`src/rtl/pt_xlate_pkg.sv`:
```
// Shared types for the page table translator.
// Assumes: fault codes are carried as 2-bit values on the port.
package pt_xlate_pkg;

    typedef enum logic [1:0] {
        FLT_NONE       = 2'd0,
        FLT_NOTPRESENT = 2'd1,
        FLT_PROTECT    = 2'd2
    } fault_e;

    typedef enum logic [1:0] {
        ST_IDLE = 2'd0,
        ST_REQ  = 2'd1,
        ST_WAIT = 2'd2,
        ST_RESP = 2'd3
    } walk_state_e;

endpackage

```
`src/rtl/pt_base_reg.sv`:
```
// Holds the page table base address of the running process.
// A load is taken only while the walker reports idle; loads while a
// translation is in flight are dropped.
// Assumes: synchronous active-low reset, reset value given by parameter.
module pt_base_reg #(
    parameter int          ADDR_W   = 32,
    parameter logic [31:0] BASE_RST = 32'h0
) (
    input  logic              clk,
    input  logic              rst_n,
    input  logic              load_en,
    input  logic [ADDR_W-1:0] load_data,
    input  logic              idle,
    output logic [ADDR_W-1:0] base_q
);

    // Purpose: capture a new base only when no walk is running.
    always_ff @(posedge clk) begin
        if (!rst_n)
            base_q <= BASE_RST[ADDR_W-1:0];
        else if (load_en && idle)
            base_q <= load_data;
    end

    // A load while busy must leave the base untouched.
    assert_busy_load_ignored_R8: assert property (@(posedge clk) disable iff (!rst_n)
        (load_en && !idle) |=> $stable(base_q));

endmodule

```
`src/rtl/pt_entry_check.sv`:
```
// Decodes one page table entry against the access kind.
// Gives the frame number and a fault code; not-present outranks a
// permission failure. Bits between the flags and the frame are ignored.
// Assumes: flag and frame positions fixed by parameters.
module pt_entry_check
    import pt_xlate_pkg::*;
#(
    parameter int ENTRY_W   = 32,
    parameter int FRAME_W   = 20,
    parameter int PRESENT_B = 0,
    parameter int RD_OK_B   = 1,
    parameter int WR_OK_B   = 2
) (
    input  logic [ENTRY_W-1:0] entry,
    input  logic               is_write,
    output fault_e             fault,
    output logic [FRAME_W-1:0] frame
);

    localparam int FRAME_LSB = ENTRY_W - FRAME_W;

    logic allowed;

    // Purpose: pick the permission bit matching the access kind.
    always_comb begin
        allowed = is_write ? entry[WR_OK_B] : entry[RD_OK_B];
    end

    // Purpose: classify the entry with not-present first.
    always_comb begin
        if (!entry[PRESENT_B])
            fault = FLT_NOTPRESENT;
        else if (!allowed)
            fault = FLT_PROTECT;
        else
            fault = FLT_NONE;
    end

    // Purpose: extract the frame number field.
    always_comb begin
        frame = entry[ENTRY_W-1:FRAME_LSB];
    end

endmodule

```
`src/rtl/pt_walk_ctrl.sv`:
```
// Sequences one translation: takes the request, issues a single entry
// read, waits for the entry, registers the checked result and raises a
// one-cycle done pulse.
// Assumes: memory returns exactly one response per accepted read.
module pt_walk_ctrl
    import pt_xlate_pkg::*;
#(
    parameter int VA_W     = 32,
    parameter int OFFSET_W = 12,
    parameter int ADDR_W   = 32,
    parameter int ENTRY_W  = 32,
    parameter int FRAME_W  = 20,
    parameter int ENT_SH   = 2
) (
    input  logic               clk,
    input  logic               rst_n,
    input  logic               req_valid,
    output logic               req_ready,
    input  logic [VA_W-1:0]    req_vaddr,
    input  logic               req_write,
    input  logic [ADDR_W-1:0]  table_base,
    output logic               mem_rd_valid,
    input  logic               mem_rd_ready,
    output logic [ADDR_W-1:0]  mem_rd_addr,
    input  logic               mem_rsp_valid,
    input  logic [ENTRY_W-1:0] mem_rsp_data,
    output logic [ENTRY_W-1:0] chk_entry,
    output logic               chk_write,
    input  fault_e             chk_fault,
    input  logic [FRAME_W-1:0] chk_frame,
    output logic               done,
    output logic [FRAME_W+OFFSET_W-1:0] pa,
    output logic [1:0]         fault
);

    localparam int VPN_W = VA_W - OFFSET_W;
    localparam int PA_W  = FRAME_W + OFFSET_W;

    walk_state_e           state_q;
    logic [OFFSET_W-1:0]   offset_q;
    logic                  write_q;
    logic [ADDR_W-1:0]     ent_addr_q;
    logic [ADDR_W-1:0]     ent_addr_d;
    logic [PA_W-1:0]       pa_q;
    logic [1:0]            fault_q;
    logic                  take_req;

    // Purpose: form the entry byte address from base and page number.
    always_comb begin
        ent_addr_d = table_base
                   + ({{(ADDR_W-VPN_W){1'b0}}, req_vaddr[VA_W-1:OFFSET_W]} << ENT_SH);
    end

    // Purpose: handshake decode for the request side.
    always_comb begin
        req_ready = (state_q == ST_IDLE);
        take_req  = req_valid && req_ready;
    end

    // Purpose: walk state sequencing.
    always_ff @(posedge clk) begin
        if (!rst_n) begin
            state_q <= ST_IDLE;
        end else begin
            unique case (state_q)
                ST_IDLE: if (take_req)      state_q <= ST_REQ;
                ST_REQ:  if (mem_rd_ready)  state_q <= ST_WAIT;
                ST_WAIT: if (mem_rsp_valid) state_q <= ST_RESP;
                ST_RESP:                    state_q <= ST_IDLE;
                default:                    state_q <= ST_IDLE;
            endcase
        end
    end

    // Purpose: capture request fields and entry address on acceptance.
    always_ff @(posedge clk) begin
        if (!rst_n) begin
            offset_q   <= '0;
            write_q    <= 1'b0;
            ent_addr_q <= '0;
        end else if (take_req) begin
            offset_q   <= req_vaddr[OFFSET_W-1:0];
            write_q    <= req_write;
            ent_addr_q <= ent_addr_d;
        end
    end

    // Purpose: register the checked result when the entry arrives.
    always_ff @(posedge clk) begin
        if (!rst_n) begin
            pa_q    <= '0;
            fault_q <= 2'd0;
        end else if (state_q == ST_WAIT && mem_rsp_valid) begin
            fault_q <= chk_fault;
            pa_q    <= (chk_fault == FLT_NONE) ? {chk_frame, offset_q} : '0;
        end
    end

    // Purpose: drive the memory port, checker inputs and result outputs.
    always_comb begin
        mem_rd_valid = (state_q == ST_REQ);
        mem_rd_addr  = ent_addr_q;
        chk_entry    = mem_rsp_data;
        chk_write    = write_q;
        done         = (state_q == ST_RESP);
        pa           = pa_q;
        fault        = fault_q;
    end

    assert_addr_hold_R2: assert property (@(posedge clk) disable iff (!rst_n)
        (mem_rd_valid && !mem_rd_ready) |=> (mem_rd_valid && $stable(mem_rd_addr)));

    assert_no_pa_on_fault_R4: assert property (@(posedge clk) disable iff (!rst_n)
        (done && fault != 2'd0) |-> (pa == '0));

    assert_code_legal_R5: assert property (@(posedge clk) disable iff (!rst_n)
        done |-> (fault != 2'd3));

    assert_done_pulse_R7: assert property (@(posedge clk) disable iff (!rst_n)
        done |=> !done);

    assert_busy_after_accept_R7: assert property (@(posedge clk) disable iff (!rst_n)
        (req_valid && req_ready) |=> !req_ready);

    assert_single_read_R9: assert property (@(posedge clk) disable iff (!rst_n)
        (mem_rd_valid && mem_rd_ready) |=> !mem_rd_valid);

endmodule

```
`src/rtl/pt_xlate.sv`:
```
// Top of the single-level page table translator: base register, walk
// controller and entry checker.
// Assumes: 32-bit entries, one entry per page number, pages of
// 2**OFFSET_W bytes.
module pt_xlate
    import pt_xlate_pkg::*;
#(
    parameter int          VA_W     = 32,
    parameter int          OFFSET_W = 12,
    parameter int          ADDR_W   = 32,
    parameter int          ENTRY_W  = 32,
    parameter int          FRAME_W  = 20,
    parameter logic [31:0] BASE_RST = 32'h0
) (
    input  logic               clk,
    input  logic               rst_n,
    input  logic               base_we,
    input  logic [ADDR_W-1:0]  base_wdata,
    input  logic               req_valid,
    output logic               req_ready,
    input  logic [VA_W-1:0]    req_vaddr,
    input  logic               req_write,
    output logic               mem_rd_valid,
    input  logic               mem_rd_ready,
    output logic [ADDR_W-1:0]  mem_rd_addr,
    input  logic               mem_rsp_valid,
    input  logic [ENTRY_W-1:0] mem_rsp_data,
    output logic               done,
    output logic [FRAME_W+OFFSET_W-1:0] pa,
    output logic [1:0]         fault
);

    localparam int ENT_SH = $clog2(ENTRY_W / 8);

    logic [ADDR_W-1:0]  base_q;
    logic [ENTRY_W-1:0] chk_entry;
    logic               chk_write;
    fault_e             chk_fault;
    logic [FRAME_W-1:0] chk_frame;

    pt_base_reg #(
        .ADDR_W   (ADDR_W),
        .BASE_RST (BASE_RST)
    ) u_base (
        .clk       (clk),
        .rst_n     (rst_n),
        .load_en   (base_we),
        .load_data (base_wdata),
        .idle      (req_ready),
        .base_q    (base_q)
    );

    pt_walk_ctrl #(
        .VA_W     (VA_W),
        .OFFSET_W (OFFSET_W),
        .ADDR_W   (ADDR_W),
        .ENTRY_W  (ENTRY_W),
        .FRAME_W  (FRAME_W),
        .ENT_SH   (ENT_SH)
    ) u_walk (
        .clk           (clk),
        .rst_n         (rst_n),
        .req_valid     (req_valid),
        .req_ready     (req_ready),
        .req_vaddr     (req_vaddr),
        .req_write     (req_write),
        .table_base    (base_q),
        .mem_rd_valid  (mem_rd_valid),
        .mem_rd_ready  (mem_rd_ready),
        .mem_rd_addr   (mem_rd_addr),
        .mem_rsp_valid (mem_rsp_valid),
        .mem_rsp_data  (mem_rsp_data),
        .chk_entry     (chk_entry),
        .chk_write     (chk_write),
        .chk_fault     (chk_fault),
        .chk_frame     (chk_frame),
        .done          (done),
        .pa            (pa),
        .fault         (fault)
    );

    pt_entry_check #(
        .ENTRY_W (ENTRY_W),
        .FRAME_W (FRAME_W)
    ) u_check (
        .entry    (chk_entry),
        .is_write (chk_write),
        .fault    (chk_fault),
        .frame    (chk_frame)
    );

    assert_reset_idle_R1: assert property (@(posedge clk)
        !rst_n |=> (req_ready && !done && !mem_rd_valid));

endmodule

```
`config.mk`:
```
export PLATFORM = sky130hd
export DESIGN_NAME = pt_xlate
export DESIGN_NICKNAME = d
export VERILOG_FILES = /design/src/rtl/pt_xlate_pkg.sv /design/src/rtl/pt_base_reg.sv /design/src/rtl/pt_entry_check.sv /design/src/rtl/pt_walk_ctrl.sv /design/src/rtl/pt_xlate.sv
export SDC_FILE = /design/constraint.sdc
export NUM_CORES = 1
export LEC_CHECK = 0
export ABC_AREA = 1
export ABC_CLOCK_PERIOD_IN_PS = 4950
export CAP_MARGIN = 0
export CORE_ASPECT_RATIO = 0.7
export CORE_MARGIN = 5
export CORE_UTILIZATION = 45
export CTS_CLUSTER_DIAMETER = 30
export DETAILED_ROUTE_END_ITERATION = 10
export PLACE_DENSITY = 0.8
export SYNTH_ARGS = -nofsm -noshare
export SYNTH_HDL_FRONTEND = slang
export SYNTH_SLANG_ARGS = --single-unit
```
`constraint.sdc`:
```
create_clock -name clk -period 4.95 [get_ports clk]
set_input_delay 0.495 -clock clk [delete_from_list [all_inputs] [get_ports clk]]
set_output_delay 0.495 -clock clk [all_outputs]
set_load 0.02 [all_outputs]
```
==> run summary <==
GRT Resource Usage Total -> 21.9%
Hold_ws -> 0.461 ns
Die Width -> 148 microns
Static Leak -> 3.74 nW
RePlAce Congestion -> 0.972
Inserted Diodes -> 0
Run status -> finished, final reports clean
Post-synthesis sequential area ratio -> 37.6%
RSZ-0062 raised after global routing -> false
Clk buf depth -> 2
CTS Buf Count -> 17
Crit path launch type -> register
Total number of vias -> 6118
M3 GR Usage -> 6.00%
Final #Nets -> 1193
Setup bufs post-CTS -> 0
Critical setup path kind -> reg -> reg
Worst Max-Slew Pin Slew -> 1.03 ns
Synthesized Nets -> 1043
Final Slew Violations -> 0
Number of synthesized register bits -> 113
Worst-skew pair later-pin latency -> 0.42 ns
CTS tree -> built
Remaining DRCs -> 0
Fin crit share -> 56.2%
Slew margin rel. -> 31.5%
Routed wire length -> 17600 microns
Busiest layer in global routing -> met1
Fin crit period -> 2.78 ns
Worst-path clk slew -> 0.06 ns
First-pass GRT wire length -> 27800 microns
Fin. Hold Viols -> 0
Chip height -> 107 microns
Mean Syn Cell Area -> 6.58 sq um
Final ANT Viol Nets -> 0
R2R depth -> 8
Share of layout cells above drive strength 1 -> 7.51%
Clk_skew -> 0.0167 ns
Worst-path fanout max -> 29
Max Cap Viol -> 0
Hold crit path type -> reg -> reg
Met1 usage -> 31.9%
Data required, critical path -> 5.29 ns
Initial core utilization -> 45.8%
Pwr/cell area -> 500 nW/um^2
F_max -> 360 MHz
H-tree depth -> 4
Initial antenna violation count -> 0
Row count -> 35
Core ar. -> 13100 sq um
Largest net degree at the start of global routing -> 58
Synthesis-to-layout area growth -> 39.2%
Ports -> 172
CP Capture Type -> register
Drt initial violations -> 381
Die area -> 15800 sq um
VDD IR-drop max -> 0.000296 V
Synth Instances -> 915
Final setup vio count -> 0
Mapped cell area -> 6020 sq um
M2 GR Usage -> 31.8%
Arrival @ worst endpoint -> 3.12 ns
Yosys cell types -> 28
Clock Sinks -> 113
Clock Root Buffer -> clkbuf_16
Avg WL per Cell -> 14.1 microns
Dpl hpwl -> 13100 microns
Fill cells -> 1223
DRT Pass-1 Iters -> 5
DR vias/cell -> 4.92
Setup TNS -> 0 ns
PostCTS Resize Cnt -> 0
CTS Hold Bufs -> 0
Ys Warns -> 0
Number of global-route vias before repair -> 5499
Worst Hold Depth -> 2
Buffers added on ports -> 162
Residual overflow from global routing -> 0
[synth_stat cells]
master / count / area (sq um)
a21o_1: 3 / 22.5
nor2_4: 3 / 33.8
nor3_1: 3 / 15.0
nand3_1: 78 / 390
a21oi_2: 1 / 8.76
buf_2: 10 / 50.1
inv_2: 4 / 15.0
and2_4: 1 / 8.76
nand2_1: 198 / 743
ha_1: 24 / 300
a221o_1: 1 / 10.0
nand3_4: 1 / 17.5
nand3_2: 3 / 30.0
o21ai_1: 4 / 20.0
nor3_2: 5 / 50.1
clkbuf_1: 26 / 97.6
dfxtp_1: 113 / 2260
xor2_1: 10 / 87.6
nor2_1: 153 / 574
a21oi_1: 61 / 305
o211ai_1: 1 / 7.51
fa_1: 1 / 20.0
a211oi_1: 2 / 15.0
o21ai_0: 66 / 330
nor2_2: 11 / 68.8
nand2_2: 12 / 75.1
inv_1: 115 / 432
nand4_1: 5 / 31.3
[worst max-delay path: stages (launching register included)]
cell	delay, ns
dfxtp_1	0.33
inv_1	0.11
ha_1	0.25
nand2_1	0.55
inv_2	0.63
buf_4	0.41
buf_4	0.26
nor2_1	0.05
nor2_1	0.09
[report_power, final]
part / leakage, nW / switching (mW) / total [mW] / internal [mW]
Clock: 0.312 / 0.472 / 1.35 / 0.879
Combinational: 2.50 / 0.982 / 1.59 / 0.605
Sequential: 0.928 / 0.131 / 1.26 / 1.13
Total: 3.74 / 1.59 / 4.20 / 2.61
[cell families after synthesis]
group	share of synthesized area, %
and+or+nand+nor	33.8
buffers and inverters	9.87
AOI/OAI and AO/OA	11.9
DFF	37.6
adders and majority gates	5.32
xor gates and xnor gates	1.45
[final cells by class]
| class | instances | area, sq um | area share [%] |
|---|---|---|---|
| Clock buffer | 19 | 453 | 5.40 |
| Timing Repair Buffer | 167 | 1650 | 19.7 |
| Sequential cell | 113 | 2260 | 27.0 |
| Clock inverter | 13 | 196 | 2.34 |
| Inverter | 119 | 447 | 5.33 |
| Multi-Input combinational cell | 647 | 3170 | 37.7 |
| Tap cell | 166 | 208 | 2.48 |
[per-stage QoR]
step	area [sq um]	std cells	worst slack (ns)	power, mW	utilization, %
after floorplan	6020	915	3.02	2.28	-
after global placement	7740	1212	1.99	2.82	58.9
after detailed placement	7740	1212	1.91	2.84	58.9
after CTS	8390	1244	2.17	4.21	63.8
after global routing	8390	1244	1.93	4.45	63.8
final	8390	1244	2.17	4.20	63.8
[layout by cell type, fill, tap and decap left out, types with 17 or more instances in the layout]
| cell | instances |
|---|---|
| nand2_1 | 198 |
| clkdlybuf4s50_1 | 161 |
| nor2_1 | 153 |
| inv_1 | 113 |
| dfxtp_1 | 113 |
| nand3_1 | 78 |
| o21ai_0 | 66 |
| a21oi_1 | 61 |
| ha_1 | 24 |
| clkbuf_16 | 17 |
[registers in the layout, summed over array words and instances (netlist names)]
signal and count:
u_base.base_q 32, u_walk.chk_write 1, u_walk.fault 2, u_walk.mem_rd_addr 32
u_walk.offset_q 12, u_walk.pa 32, u_walk.state_q 2
[worst paths after layout]
kind	to	from	slack [ns]
max	u_walk.offset_q[11]	u_walk.state_q[1]	2.17
min	u_walk.pa[24]	u_walk.pa[24]	0.46
max reg2reg	u_walk.offset_q[11]	u_walk.state_q[1]	2.17
min reg2reg	u_walk.pa[24]	u_walk.pa[24]	0.46
[layer usage]
layer  vias up  wire [microns]
met5         -               0
met4         0             207
met3        19            1350
met2       191            7080
met1      2716            8950
li1       3192               -
Power figures use the tool's default switching activity.
